## src/rtl/ecc_mon_pkg.sv

```systemverilog
package ecc_mon_pkg;

    localparam int REG_AW = 3;

    typedef enum logic [REG_AW-1:0] {
        RA_CTRL    = 3'd0,
        RA_STATUS  = 3'd1,
        RA_COUNT   = 3'd2,
        RA_TRIG    = 3'd3,
        RA_CAPADDR = 3'd4,
        RA_CAPSYN  = 3'd5
    } reg_sel_e;

    localparam int CTRL_W       = 4;
    localparam int CB_SBE_REP   = 0;
    localparam int CB_MBE_REP   = 1;
    localparam int CB_SBE_IRQ   = 2;
    localparam int CB_MBE_IRQ   = 3;

    localparam int ST_W         = 2;
    localparam int SB_SBE       = 0;
    localparam int SB_MBE       = 1;

endpackage

```

## src/rtl/ecc_sbe_count.sv

```systemverilog
module ecc_sbe_count #(
    parameter int CNT_W = 8
) (
    input  logic             clk,
    input  logic             rst_n,
    input  logic             inc_i,
    input  logic             wr_cnt_i,
    input  logic             wr_trig_i,
    input  logic [CNT_W-1:0] wdata_i,
    output logic [CNT_W-1:0] cnt_o,
    output logic [CNT_W-1:0] trig_o,
    output logic             match_o
);

    localparam logic [CNT_W-1:0] CNT_MAX = {CNT_W{1'b1}};

    typedef struct packed {
        logic [CNT_W-1:0] cnt;
        logic [CNT_W-1:0] trig;
    } cnt_state_t;

    cnt_state_t       st_d, st_q;
    logic [CNT_W-1:0] cnt_inc;

    always_comb begin
        st_d    = st_q;
        match_o = 1'b0;
        cnt_inc = (st_q.cnt == CNT_MAX) ? CNT_MAX : st_q.cnt + 1'b1;
        if (inc_i) begin
            st_d.cnt = cnt_inc;
            match_o  = (st_q.trig != '0) && (cnt_inc == st_q.trig);
        end
        if (wr_cnt_i)  st_d.cnt  = wdata_i;
        if (wr_trig_i) st_d.trig = wdata_i;
    end

    always_ff @(posedge clk or negedge rst_n) begin
        if (!rst_n) st_q <= '0;
        else        st_q <= st_d;
    end

    assign cnt_o  = st_q.cnt;
    assign trig_o = st_q.trig;

    // saturation, no wrap
    p_no_wrap_r2: assert property (@(posedge clk) disable iff (!rst_n)
        inc_i && !wr_cnt_i && (cnt_o == CNT_MAX) |=> cnt_o == CNT_MAX);

    // single step below the limit
    p_step_r2: assert property (@(posedge clk) disable iff (!rst_n)
        inc_i && !wr_cnt_i && (cnt_o != CNT_MAX) |=> cnt_o == $past(cnt_o) + 1'b1);

    // a zero trigger never matches
    p_trig_off_r4: assert property (@(posedge clk) disable iff (!rst_n)
        (trig_o == '0) |-> !match_o);

endmodule

```

## src/rtl/ecc_err_latch.sv

```systemverilog
module ecc_err_latch
    import ecc_mon_pkg::*;
#(
    parameter int ADDR_W = 32,
    parameter int SYN_W  = 8
) (
    input  logic              clk,
    input  logic              rst_n,
    input  logic              sbe_rep_i,
    input  logic              mbe_rep_i,
    input  logic [ADDR_W-1:0] addr_i,
    input  logic [SYN_W-1:0]  syn_i,
    input  logic [ST_W-1:0]   clr_i,
    output logic [ST_W-1:0]   status_o,
    output logic [ADDR_W-1:0] cap_addr_o,
    output logic [SYN_W-1:0]  cap_syn_o
);

    typedef struct packed {
        logic [ST_W-1:0]   status;
        logic [ADDR_W-1:0] cap_addr;
        logic [SYN_W-1:0]  cap_syn;
    } err_state_t;

    err_state_t st_d, st_q;

    always_comb begin
        st_d        = st_q;
        st_d.status = st_q.status & ~clr_i;
        if (sbe_rep_i) st_d.status[SB_SBE] = 1'b1;
        if (mbe_rep_i) st_d.status[SB_MBE] = 1'b1;
        if ((sbe_rep_i || mbe_rep_i) && (st_q.status == '0)) begin
            st_d.cap_addr = addr_i;
            st_d.cap_syn  = syn_i;
        end
    end

    always_ff @(posedge clk or negedge rst_n) begin
        if (!rst_n) st_q <= '0;
        else        st_q <= st_d;
    end

    assign status_o   = st_q.status;
    assign cap_addr_o = st_q.cap_addr;
    assign cap_syn_o  = st_q.cap_syn;

    // sticky single-bit status
    p_sticky_sbe_r7: assert property (@(posedge clk) disable iff (!rst_n)
        status_o[SB_SBE] && !clr_i[SB_SBE] |=> status_o[SB_SBE]);

    // sticky multi-bit status
    p_sticky_mbe_r7: assert property (@(posedge clk) disable iff (!rst_n)
        status_o[SB_MBE] && !clr_i[SB_MBE] |=> status_o[SB_MBE]);

    // enabled multi-bit report always lands
    p_mbe_set_r5: assert property (@(posedge clk) disable iff (!rst_n)
        mbe_rep_i |=> status_o[SB_MBE]);

    // capture frozen while a status bit is set
    p_cap_hold_r9: assert property (@(posedge clk) disable iff (!rst_n)
        (status_o != '0) |=> $stable(cap_addr_o) && $stable(cap_syn_o));

endmodule

```

## src/rtl/ecc_err_monitor.sv

```systemverilog
module ecc_err_monitor
    import ecc_mon_pkg::*;
#(
    parameter int ADDR_W = 32,
    parameter int SYN_W  = 8,
    parameter int CNT_W  = 8,
    parameter int DATA_W = 32
) (
    input  logic              clk,
    input  logic              rst_n,
    input  logic              chk_valid,
    input  logic              chk_sbe,
    input  logic              chk_mbe,
    input  logic [ADDR_W-1:0] chk_addr,
    input  logic [SYN_W-1:0]  chk_syn,
    input  logic              reg_we,
    input  logic [2:0]        reg_addr,
    input  logic [DATA_W-1:0] reg_wdata,
    output logic [DATA_W-1:0] reg_rdata,
    output logic              irq
);

    typedef struct packed {
        logic [CTRL_W-1:0] ctrl;
    } top_state_t;

    top_state_t        st_d, st_q;
    logic              ev_inc, ev_mbe;
    logic              wr_ctrl, wr_cnt, wr_trig, wr_stat;
    logic              sbe_match, sbe_rep, mbe_rep;
    logic [ST_W-1:0]   clr;
    logic [ST_W-1:0]   status;
    logic [CNT_W-1:0]  cnt, trig;
    logic [ADDR_W-1:0] cap_addr;
    logic [SYN_W-1:0]  cap_syn;

    // event qualification: multi-bit wins over single-bit
    assign ev_mbe = chk_valid && chk_mbe;
    assign ev_inc = chk_valid && chk_sbe && !chk_mbe;

    assign wr_ctrl = reg_we && (reg_addr == RA_CTRL);
    assign wr_stat = reg_we && (reg_addr == RA_STATUS);
    assign wr_cnt  = reg_we && (reg_addr == RA_COUNT);
    assign wr_trig = reg_we && (reg_addr == RA_TRIG);
    assign clr     = wr_stat ? reg_wdata[ST_W-1:0] : '0;

    always_comb begin
        st_d = st_q;
        if (wr_ctrl) st_d.ctrl = reg_wdata[CTRL_W-1:0];
    end

    always_ff @(posedge clk or negedge rst_n) begin
        if (!rst_n) st_q <= '0;
        else        st_q <= st_d;
    end

    assign sbe_rep = sbe_match && st_q.ctrl[CB_SBE_REP];
    assign mbe_rep = ev_mbe && st_q.ctrl[CB_MBE_REP];

    ecc_sbe_count #(.CNT_W(CNT_W)) i_count (
        .clk       (clk),
        .rst_n     (rst_n),
        .inc_i     (ev_inc),
        .wr_cnt_i  (wr_cnt),
        .wr_trig_i (wr_trig),
        .wdata_i   (reg_wdata[CNT_W-1:0]),
        .cnt_o     (cnt),
        .trig_o    (trig),
        .match_o   (sbe_match)
    );

    ecc_err_latch #(.ADDR_W(ADDR_W), .SYN_W(SYN_W)) i_latch (
        .clk        (clk),
        .rst_n      (rst_n),
        .sbe_rep_i  (sbe_rep),
        .mbe_rep_i  (mbe_rep),
        .addr_i     (chk_addr),
        .syn_i      (chk_syn),
        .clr_i      (clr),
        .status_o   (status),
        .cap_addr_o (cap_addr),
        .cap_syn_o  (cap_syn)
    );

    always_comb begin
        reg_rdata = '0;
        case (reg_addr)
            RA_CTRL:    reg_rdata[CTRL_W-1:0] = st_q.ctrl;
            RA_STATUS:  reg_rdata[ST_W-1:0]   = status;
            RA_COUNT:   reg_rdata[CNT_W-1:0]  = cnt;
            RA_TRIG:    reg_rdata[CNT_W-1:0]  = trig;
            RA_CAPADDR: reg_rdata[ADDR_W-1:0] = cap_addr;
            RA_CAPSYN:  reg_rdata[SYN_W-1:0]  = cap_syn;
            default:    reg_rdata = '0;
        endcase
    end

    assign irq = (status[SB_SBE] && st_q.ctrl[CB_SBE_IRQ]) ||
                 (status[SB_MBE] && st_q.ctrl[CB_MBE_IRQ]);

    // a cycle flagged as both leaves the count alone
    p_priority_r6: assert property (@(posedge clk) disable iff (!rst_n)
        chk_valid && chk_sbe && chk_mbe && !wr_cnt |=> $stable(cnt));

    // single-bit status only rises on a trigger match
    p_sbe_rise_r3: assert property (@(posedge clk) disable iff (!rst_n)
        !sbe_rep |=> !$rose(status[SB_SBE]));

endmodule

```

## config.mk

```make
export PLATFORM = sky130hd
export DESIGN_NAME = ecc_err_monitor
export DESIGN_NICKNAME = d
export VERILOG_FILES = /design/src/rtl/ecc_mon_pkg.sv /design/src/rtl/ecc_sbe_count.sv /design/src/rtl/ecc_err_latch.sv /design/src/rtl/ecc_err_monitor.sv
export SDC_FILE = /design/constraint.sdc
export NUM_CORES = 1
export LEC_CHECK = 0
export BUFFER_PORTS_ARGS = -buffer_cell sky130_fd_sc_hd__clkbuf_2
export CORE_ASPECT_RATIO = 1.5
export CORE_MARGIN = 8
export CORE_UTILIZATION = 53
export CTS_BUF_LIST = sky130_fd_sc_hd__clkbuf_2
export DETAILED_ROUTE_END_ITERATION = 10
export HOLD_SLACK_MARGIN = 0.12
export PLACE_DENSITY = 0.82
export SLEW_MARGIN = 20
export SYNTH_ARGS = -nofsm -noshare
export SYNTH_HDL_FRONTEND = slang
export SYNTH_HIERARCHICAL = 1
export SYNTH_SLANG_ARGS = --single-unit
```

## constraint.sdc

```tcl
create_clock -name clk -period 3.9 [get_ports clk]
set_input_delay 1.17 -clock clk [delete_from_list [all_inputs] [get_ports clk]]
set_output_delay 1.17 -clock clk [all_outputs]
set_load 0.01 [all_outputs]
```

---- After elaboration in Yosys (flattened, before gate mapping) ----
Cells that the tools add are included.
Widths: inputs -> output; s select.
storage, ports and cells
  register bits after elaboration ......... 62
  latch bits .............................. 0
  memory bits (writable) .................. 0
  bits in read-only memories .............. 0
  bits of input ports ..................... 81
  output and inout port bits .............. 33
  logic and storage cells ................. 47
  memories kept ........................... 0
operators by class
  add/sub/neg operators ................... 1
  $mul .................................... 0
  divide/modulo/power cells ............... 0
  $lt $le $gt $ge ......................... 0
  eq/ne operators ......................... 7
  shifts and indexed selects .............. 0
  multiplexer cells ....................... 11
  bitwise operators ....................... 2
  reduce and logical (&&, ||, !) cells .... 20
operators with widths
  operator             number
  $mux 24              1
  $mux 8               3
  $pmux 4 s4           1
  $logic_and 1x1->1    13
  $pmux 2 s6           1
  $pmux 2 s5           1
  $add 8x1->8 const B  1
  $eq 8x8->1           1
  $eq 8x8->1 const B   1
  $reduce_bool 8->1    1
  $eq 3x2->1 const B   2
  $eq 3x3->1 const B   2
  $eq 3x1->1 const B   1
  $logic_not 3->1      1
  $mux 1               3
  $and 2x2->2          1
  $logic_not 2->1      1
  $logic_or 1x1->1     2
  $mux 2               1
  $not 2->2            1
  $reduce_bool 2->1    1
  $logic_not 1->1      1

---- Depth between registers and ports, before layout ----
Gate-level depths: netlist (run 1).
  depth after elaboration ................. 8
  depth in mapped cells ................... 13
  depth with buffers taken out ............ 10

---- Cells and area by module ----
The synthesis (run 1) kept the hierarchy.
by module, submodules not included
  module           times used  cells each  area each (um^2)  sequential area each (um^2)
  ecc_err_latch    1           92          1589.0            1051.0
  ecc_sbe_count    1           135         1202.4            400.4
  ecc_err_monitor  1           87          738.2             100.1

---- Least setup slack after synthesis (run 1) ----
Ideal clock, no wire load.
  path kind ............................... input -> output
  from .................................... input reg_addr[0]
  to ...................................... output reg_rdata[1]
  data arrival time ....................... 2.045 ns
  data required time ...................... 2.730 ns
  path slack .............................. 0.685 ns
  stages .................................. 4
  path buffers ............................ 2
  cells stage by stage .................... buf_4 > buf_4 > mux2i_1 > a221oi_1
between the ends
  cells in the longest elaborated chain, start to end .. 2
  elaborated cells on any way between the ends .. 7
  classes of those cells .................. eq/ne (5); mux (1); reduce/logical (1)
RTL lines
  element                             line                   text
  start, declared                     ecc_err_monitor.sv:17  input logic [2:0] reg_addr,
  $eq 3x3->1 (tied with other cells)  ecc_err_monitor.sv:87  case (reg_addr)
  $pmux 2 s6 *                        ecc_err_monitor.sv:87
  end, declared                       ecc_err_monitor.sv:19  output logic [DATA_W-1:0] reg_rdata,
Mark *: on every way between the ends. The rest lies on a longest branch, timed or not.

---- Worst setup path after layout (run 1) ----
  from .................................... input reg_addr[2]
  to ...................................... output reg_rdata[7]
between the ends
  cells in the longest elaborated chain, start to end .. 2
  elaborated cells on any way between the ends .. 5
  classes of those cells .................. eq/ne (4); mux (1)
RTL lines
  element                                   line
  $eq 3x3->1 or $eq 3x2->1 (tied branches)  ecc_err_monitor.sv:87
  $pmux 4 s4 *                              ecc_err_monitor.sv:87
Marks and branches as above.

==> flow_metrics.env, run 1 <==
export IMPL_vias_in_the_first_global_route=3059
export IMPL_holdPathStages=1
export IMPL_period_share_pct=91.8
export IMPL_cap_viol_max_count=0
export IMPL_post_drt_via_cell_ratio=5.87
export IMPL_timing_worst_slew_pin_value_ns=0.751
export IMPL_syn_avg_cell_area_um2=11.2
export IMPL_synthesis_area_mm2=0.00353
export IMPL_holdCritStartpoint="i_latch/cap_addr_o[29]"
export IMPL_peak_vdd_ir_mv=0.366
export IMPL_synthesis_yosys_warnings=6
export IMPL_clk_path_buf_depth=2
export IMPL_numCtsBuffers=9
export IMPL_crit_path_start_kind="input port"
export IMPL_io_buffer_count=89
export IMPL_cts_root_buffer_cell="clkbuf_2"
export IMPL_avgRoutedWirePerCell_um=18.0
export IMPL_finalNonFillerCells=481
export IMPL_die_area_mm2=0.00958
export IMPL_insertedDiodeCount=0
export IMPL_netlist_instances=314
export IMPL_ff2ff_path_depth=11
export IMPL_critical_path_class="in2out"
export IMPL_grt_first_pass_wirelength_um=14100
export IMPL_grt_overflow_total=0
export IMPL_drcViolationCount=0
export IMPL_timing_critical_path_arrival_ns=2.41
export IMPL_drive_above_1_share_pct=42.7
export IMPL_synth_top_cells_by_area="dfrtp_1, mux2_2, and2_1"
export IMPL_max_slew_margin_rel_pct=49.9
export IMPL_layout_nets=483
export IMPL_setup_tns_ns=0
export IMPL_busiest_layer="met2"
export IMPL_grt_max_degree=41
export IMPL_power_uw=2080
export IMPL_post_dp_hpwl_um=6680
export IMPL_post_synth_top_area_fraction_pct=44.0
export IMPL_post_synth_edffs=0
export IMPL_ctsResizeCount=0
export IMPL_htreeDepth=3
export IMPL_synthesis_nets=396
export IMPL_hold_worst_slack_ns=0.504
export IMPL_route_vias_total=2822
export IMPL_async_flop_share_pct=100
export IMPL_die_w_um=82.6
export IMPL_boundaryPins=114
export IMPL_fin_worst_skew_ns=0.0193
export IMPL_first_pass_iters=4
export IMPL_critical_path_peak_fanout=13
export IMPL_yosysUniqueCellTypes=61
export IMPL_clock_sinks=62
export IMPL_slew_violations=0
export IMPL_start_of_the_worst_register_to_register_path="i_count/cnt_o[0]"
export IMPL_placement_rows=36
export IMPL_final_hold_viol_count=0
export IMPL_result_of_the_run="finished clean"
export IMPL_grt_util_met3_pct=8.31
export IMPL_grt_total_usage_pct=19.2
export IMPL_cellPowerDensity_mw_per_mm2=515
export IMPL_initial_utilization_pct=54.4
export IMPL_drt_total_wl_um=8680
export IMPL_postCtsHoldBufs=0
export IMPL_setup_worst_path_end_class="primary output"
export IMPL_grtUsageMet2_pct=31.5
export IMPL_total_core_area_mm2=0.00649
export IMPL_timing_critical_path_from="reg_addr[2]"
export IMPL_postSynthRegisterBits=62
export IMPL_rsz_0062_raised_after_global_routing="no"
export IMPL_synth_sequential_area_ratio_pct=44.0
export IMPL_areaGrowthSynthToFinish_pct=14.5
export IMPL_ys_flop_type="dfrtp_1"
export IMPL_grt_use_met1_pct=19.5
export IMPL_numPlacedInstances=466
export IMPL_required_time_of_the_critical_path_ns=2.73
export IMPL_synth_area_leader_cell="dfrtp_1"
export IMPL_clock_latency_on_the_worst_skew_pair_ns=0.50
export IMPL_finalSetupViolations=0
export IMPL_ant_nets=0
export IMPL_post_cts_repair_setup_buffers=0
export IMPL_finalCriticalPeriod_ns=3.58
export IMPL_finalWeightedCongestion=0.918
export IMPL_tritoncts="yes"
export IMPL_floorplan_die_height_um=116
export IMPL_cellLeakagePower_uw=0.00187
export IMPL_max_freq_ghz=0.279
export IMPL_antenna_found_initial=0
export IMPL_cts_reportedPaths_clkPinSlew_ns=0.16
export IMPL_timing_hold_worst_class="reg2reg"
export IMPL_drtIter0Drc=180
area by class of cell:
| class | count | area [um^2] |
|---|---|---|
| multi-input cells | 226 | 1780 |
| well taps | 76 | 95.1 |
| fillers | 562 | 2440 |
| clock inverters | 5 | 27.5 |
| inverters | 6 | 22.5 |
| flip-flops and latches | 62 | 1550 |
| clock buffers | 10 | 50.0 |
| repair buffers | 96 | 510 |
critical path: stages:
cell and delay, ns:
clkbuf_2 0.20, nor3b_2 0.21, buf_4 0.17, a22o_1 0.22
a221o_1 0.29, clkbuf_2 0.14
Yosys cell counts, drive strengths merged (2+ instances only):
library cell	count
nand3	12
a311oi	2
a21oi	5
nand2	20
mux2i	11
or3	3
buf	14
a22o	5
nand2b	2
a221o	3
o21ai	12
xnor2	6
inv	6
mux2	50
a21o	3
nor3	5
nor4	3
clkbuf	6
and3	5
dfrtp	62
o31ai	4
nor2	13
and4	4
o21a	4
o22ai	3
and2	27
a221oi	3
and3b	2
report_power, final:
part | internal [uW] | switching (uW) | total (uW)
registers | 901 | 208 | 1110
clock network | 77.4 | 233 | 311
logic | 391 | 271 | 663
cells in the final DEF (no fill, tap or decap), types with 2 or more instances in the layout:
cell type,n
nand3_1,11
nor3_1,4
a21oi_1,5
o22ai_1,3
mux2i_1,11
a22o_1,5
clkinv_1,2
a311oi_1,2
clkinvlp_4,2
o31ai_1,4
clkbuf_2,99
o21ai_0,12
xnor2_1,6
a21o_1,3
nor2_1,13
mux2_2,47
dfrtp_1,62
o21a_1,4
and2_1,27
inv_1,6
buf_4,6
mux2_1,3
and4_1,3
nor4_1,3
nand2b_1,2
and3_1,2
a221o_1,3
nand2_1,20
a221oi_1,2
and3_2,3
final timing paths:
| path | endpoint | slack (ns) |
|---|---|---|
| max in group asynchronous | i_count/cnt_o[4] | 2.43 |
| max | reg_rdata[7] | 0.32 |
| min | i_latch/cap_addr_o[29] | 0.50 |
| max reg2reg | i_latch/cap_syn_o[5] | 0.33 |
| min reg2reg | i_latch/cap_addr_o[29] | 0.50 |
| min in group asynchronous | st_q[2] | 0.70 |
logic make-up (layout without fill, tap and decap cells):
kind of cell,Yosys count,count (layout),share of synthesized area (%)
fa+ha+maj,1,1,0.354
compound gates,55,55,11.5
flops,62,62,44.0
simple gates,102,102,17.4
buf+inv,26,117,5.49
xor+xnor,7,7,2.27
mux,61,61,19.1
stage by stage:
step	cell area, um^2	setup WS, ns	util, %
global route	4040	0.160	62.3
global placement	3960	0.323	61.1
CTS	4040	0.331	62.3
detailed placement	3960	0.327	61.1
finish	4040	0.319	62.3
floorplan	3530	0.685	-
flip-flops by register name (all words and copies together) (netlist names):
register and count:
i_latch/cap_addr_o 32, i_count/cnt_o 8, i_count/trig_o 8, i_latch/cap_syn_o 8, st_q 4, i_latch/status_o 2
layer usage:
metal | vias to the layer above | share of wire (%)
met5 | - | 0
met1 | 1374 | 36
li1 | 1312 | -
met3 | 36 | 8.8
met4 | 0 | 3.1
met2 | 100 | 52
(Power assumes the default switching activity.)
==> inputs of run 2 (changes only) <==
==> constraint.sdc (replaced) <==
create_clock -name clk -period 3.9 [get_ports clk]
set_input_delay 1.17 -clock clk [delete_from_list [all_inputs] [get_ports clk]]
set_output_delay 1.17 -clock clk [all_outputs]
set_load 0.02 [all_outputs]
==> flow_metrics.env, run 2 (synthesized netlist as in run 1, its figures left out) <==
export IMPL_finalCriticalPeriod_ns=3.60
export IMPL_result_of_the_run="finished clean"
export IMPL_clk_path_buf_depth=2
export IMPL_critical_path_max_stage_delay_ns=0.29
export IMPL_clock_latency_on_the_worst_skew_pair_ns=0.51
export IMPL_cellPowerDensity_mw_per_mm2=523
export IMPL_period_share_pct=92.3
export IMPL_timing_hold_worst_class="reg2reg"
export IMPL_critical_path_slowest_cell="a221o_1"
export IMPL_drtIter0Drc=141
export IMPL_drive_above_1_share_pct=43.2
export IMPL_critical_path_class="in2out"
export IMPL_setup_tns_ns=0
export IMPL_post_dp_hpwl_um=6450
export IMPL_numCtsBuffers=9
export IMPL_rsz_0062_raised_after_global_routing="no"
export IMPL_layout_nets=483
export IMPL_postCtsHoldBufs=0
export IMPL_preCtsSetupSlack_ns=0.298
export IMPL_fin_worst_skew_ns=0.0127
export IMPL_critical_path_peak_fanout=13
export IMPL_setup_worst_path_end_class="primary output"
export IMPL_avgRoutedWirePerCell_um=17.8
export IMPL_timing_worst_slew_pin_value_ns=0.616
export IMPL_cellLeakagePower_uw=0.00188
export IMPL_cts_reportedPaths_clkPinSlew_ns=0.16
export IMPL_max_freq_ghz=0.278
export IMPL_placement_rows=36
export IMPL_first_pass_iters=4
export IMPL_max_slew_margin_rel_pct=58.9
export IMPL_initial_utilization_pct=54.4
export IMPL_cp_common_cell="clkbuf_2"
export IMPL_grt_overflow_total=0
export IMPL_vias_in_the_first_global_route=2973
export IMPL_largest_register_ffs=32
export IMPL_post_route_cell_area_mm2=0.00404
export IMPL_timing_critical_path_arrival_ns=2.43
export IMPL_path_buf_inv=3
export IMPL_crit_path_start_kind="input port"
export IMPL_n_fill_cell=557
export IMPL_boundaryPins=114
export IMPL_mostFrequentLayoutCell="clkbuf_2"
export IMPL_htreeDepth=3
export IMPL_finalSetupViolations=0
export IMPL_route_vias_total=2781
export IMPL_post_drt_via_cell_ratio=5.78
export IMPL_die_area_mm2=0.00958
export IMPL_required_time_of_the_critical_path_ns=2.73
export IMPL_tritoncts="yes"
export IMPL_grt_total_usage_pct=18.9
export IMPL_final_hold_viol_count=0
export IMPL_insertedDiodeCount=0
export IMPL_cts_root_buffer_cell="clkbuf_2"
export IMPL_total_core_area_mm2=0.00649
export IMPL_io_buffer_count=89
export IMPL_die_w_um=82.6
export IMPL_grt_max_degree=42
export IMPL_cp_top_family="buffers and inverters"
export IMPL_ctsResizeCount=0
export IMPL_detailed_place_area_mm2=0.00396
export IMPL_slew_violations=0
export IMPL_floorplan_die_height_um=116
export IMPL_finalWeightedCongestion=0.965
export IMPL_drcViolationCount=0
export IMPL_antenna_found_initial=0
export IMPL_peak_vdd_ir_mv=0.292
export IMPL_clock_sinks=62
export IMPL_areaGrowthSynthToFinish_pct=14.6
export IMPL_grt_first_pass_wirelength_um=13800
export IMPL_drt_total_wl_um=8560
export IMPL_cap_viol_max_count=0
export IMPL_timing_critical_path_cells="clkbuf_2 -> nor3b_2 -> buf_4 -> a22o_1 -> a221o_1 -> clkbuf_2"
export IMPL_mostFrequentLayoutCells="clkbuf_2, dfrtp_1, mux2_2"
export IMPL_post_route_worst_setup_slack_ns=0.299
export IMPL_post_cts_repair_setup_buffers=0
export IMPL_ant_nets=0
-- run 2: cell count changes in the layout (fill, tap and decap cells not counted) --
cell / change
clkinv_1: -2
clkbuf_2: +1
clkinv_2: +1
-- run 2: per-layer routing --
layer  routed length (um)  global-route usage (%)
met1                 3190                    19.7
met2                 4390                    31.6
met3                  733                    6.75
met4                  244                    11.1
met5                    0                       0
-- run 2: metrics by stage --
step	utilization, %	hold slack [ns]	instances	total power (uW)
global route	62.3	0.535	481	2250
floorplan	-	0.449	314	1620
global placement	61.1	0.461	466	1770
detailed placement	61.1	0.477	466	1820
finish	62.3	0.506	481	2120
CTS	62.3	0.511	481	2130
-- run 2: where the power goes --
group	internal (uW)	switching, uW
logic	391	300
registers	901	207
clock network	83.0	234
total	1380	741
-- run 2: final timing paths --
check                                       startpoint                     end  slack (ns)  depth (start not counted)
worst min register to register  i_latch/cap_addr_o[29]  i_latch/cap_addr_o[29]        0.51                          1
worst min-delay path            i_latch/cap_addr_o[29]  i_latch/cap_addr_o[29]        0.51                          1
worst max-delay path                       reg_addr[2]            reg_rdata[7]        0.30                          6
max in group asynchronous                        rst_n                 st_q[0]        2.32                          2
worst max register to register        i_count/cnt_o[0]    i_latch/cap_syn_o[4]        0.33                         11
min in group asynchronous                        rst_n        i_count/cnt_o[5]        0.63                          1
-- run 2: cell type report --
class | count | area (um^2) | share of cell area [%]
multi-input cells | 226 | 1780 | 44.1
flip-flops and latches | 62 | 1550 | 38.4
clock inverters | 4 | 25.0 | 0.619
inverters | 6 | 22.5 | 0.557
clock buffers | 11 | 55.1 | 1.36
well taps | 76 | 95.1 | 2.35
repair buffers | 96 | 510 | 12.6
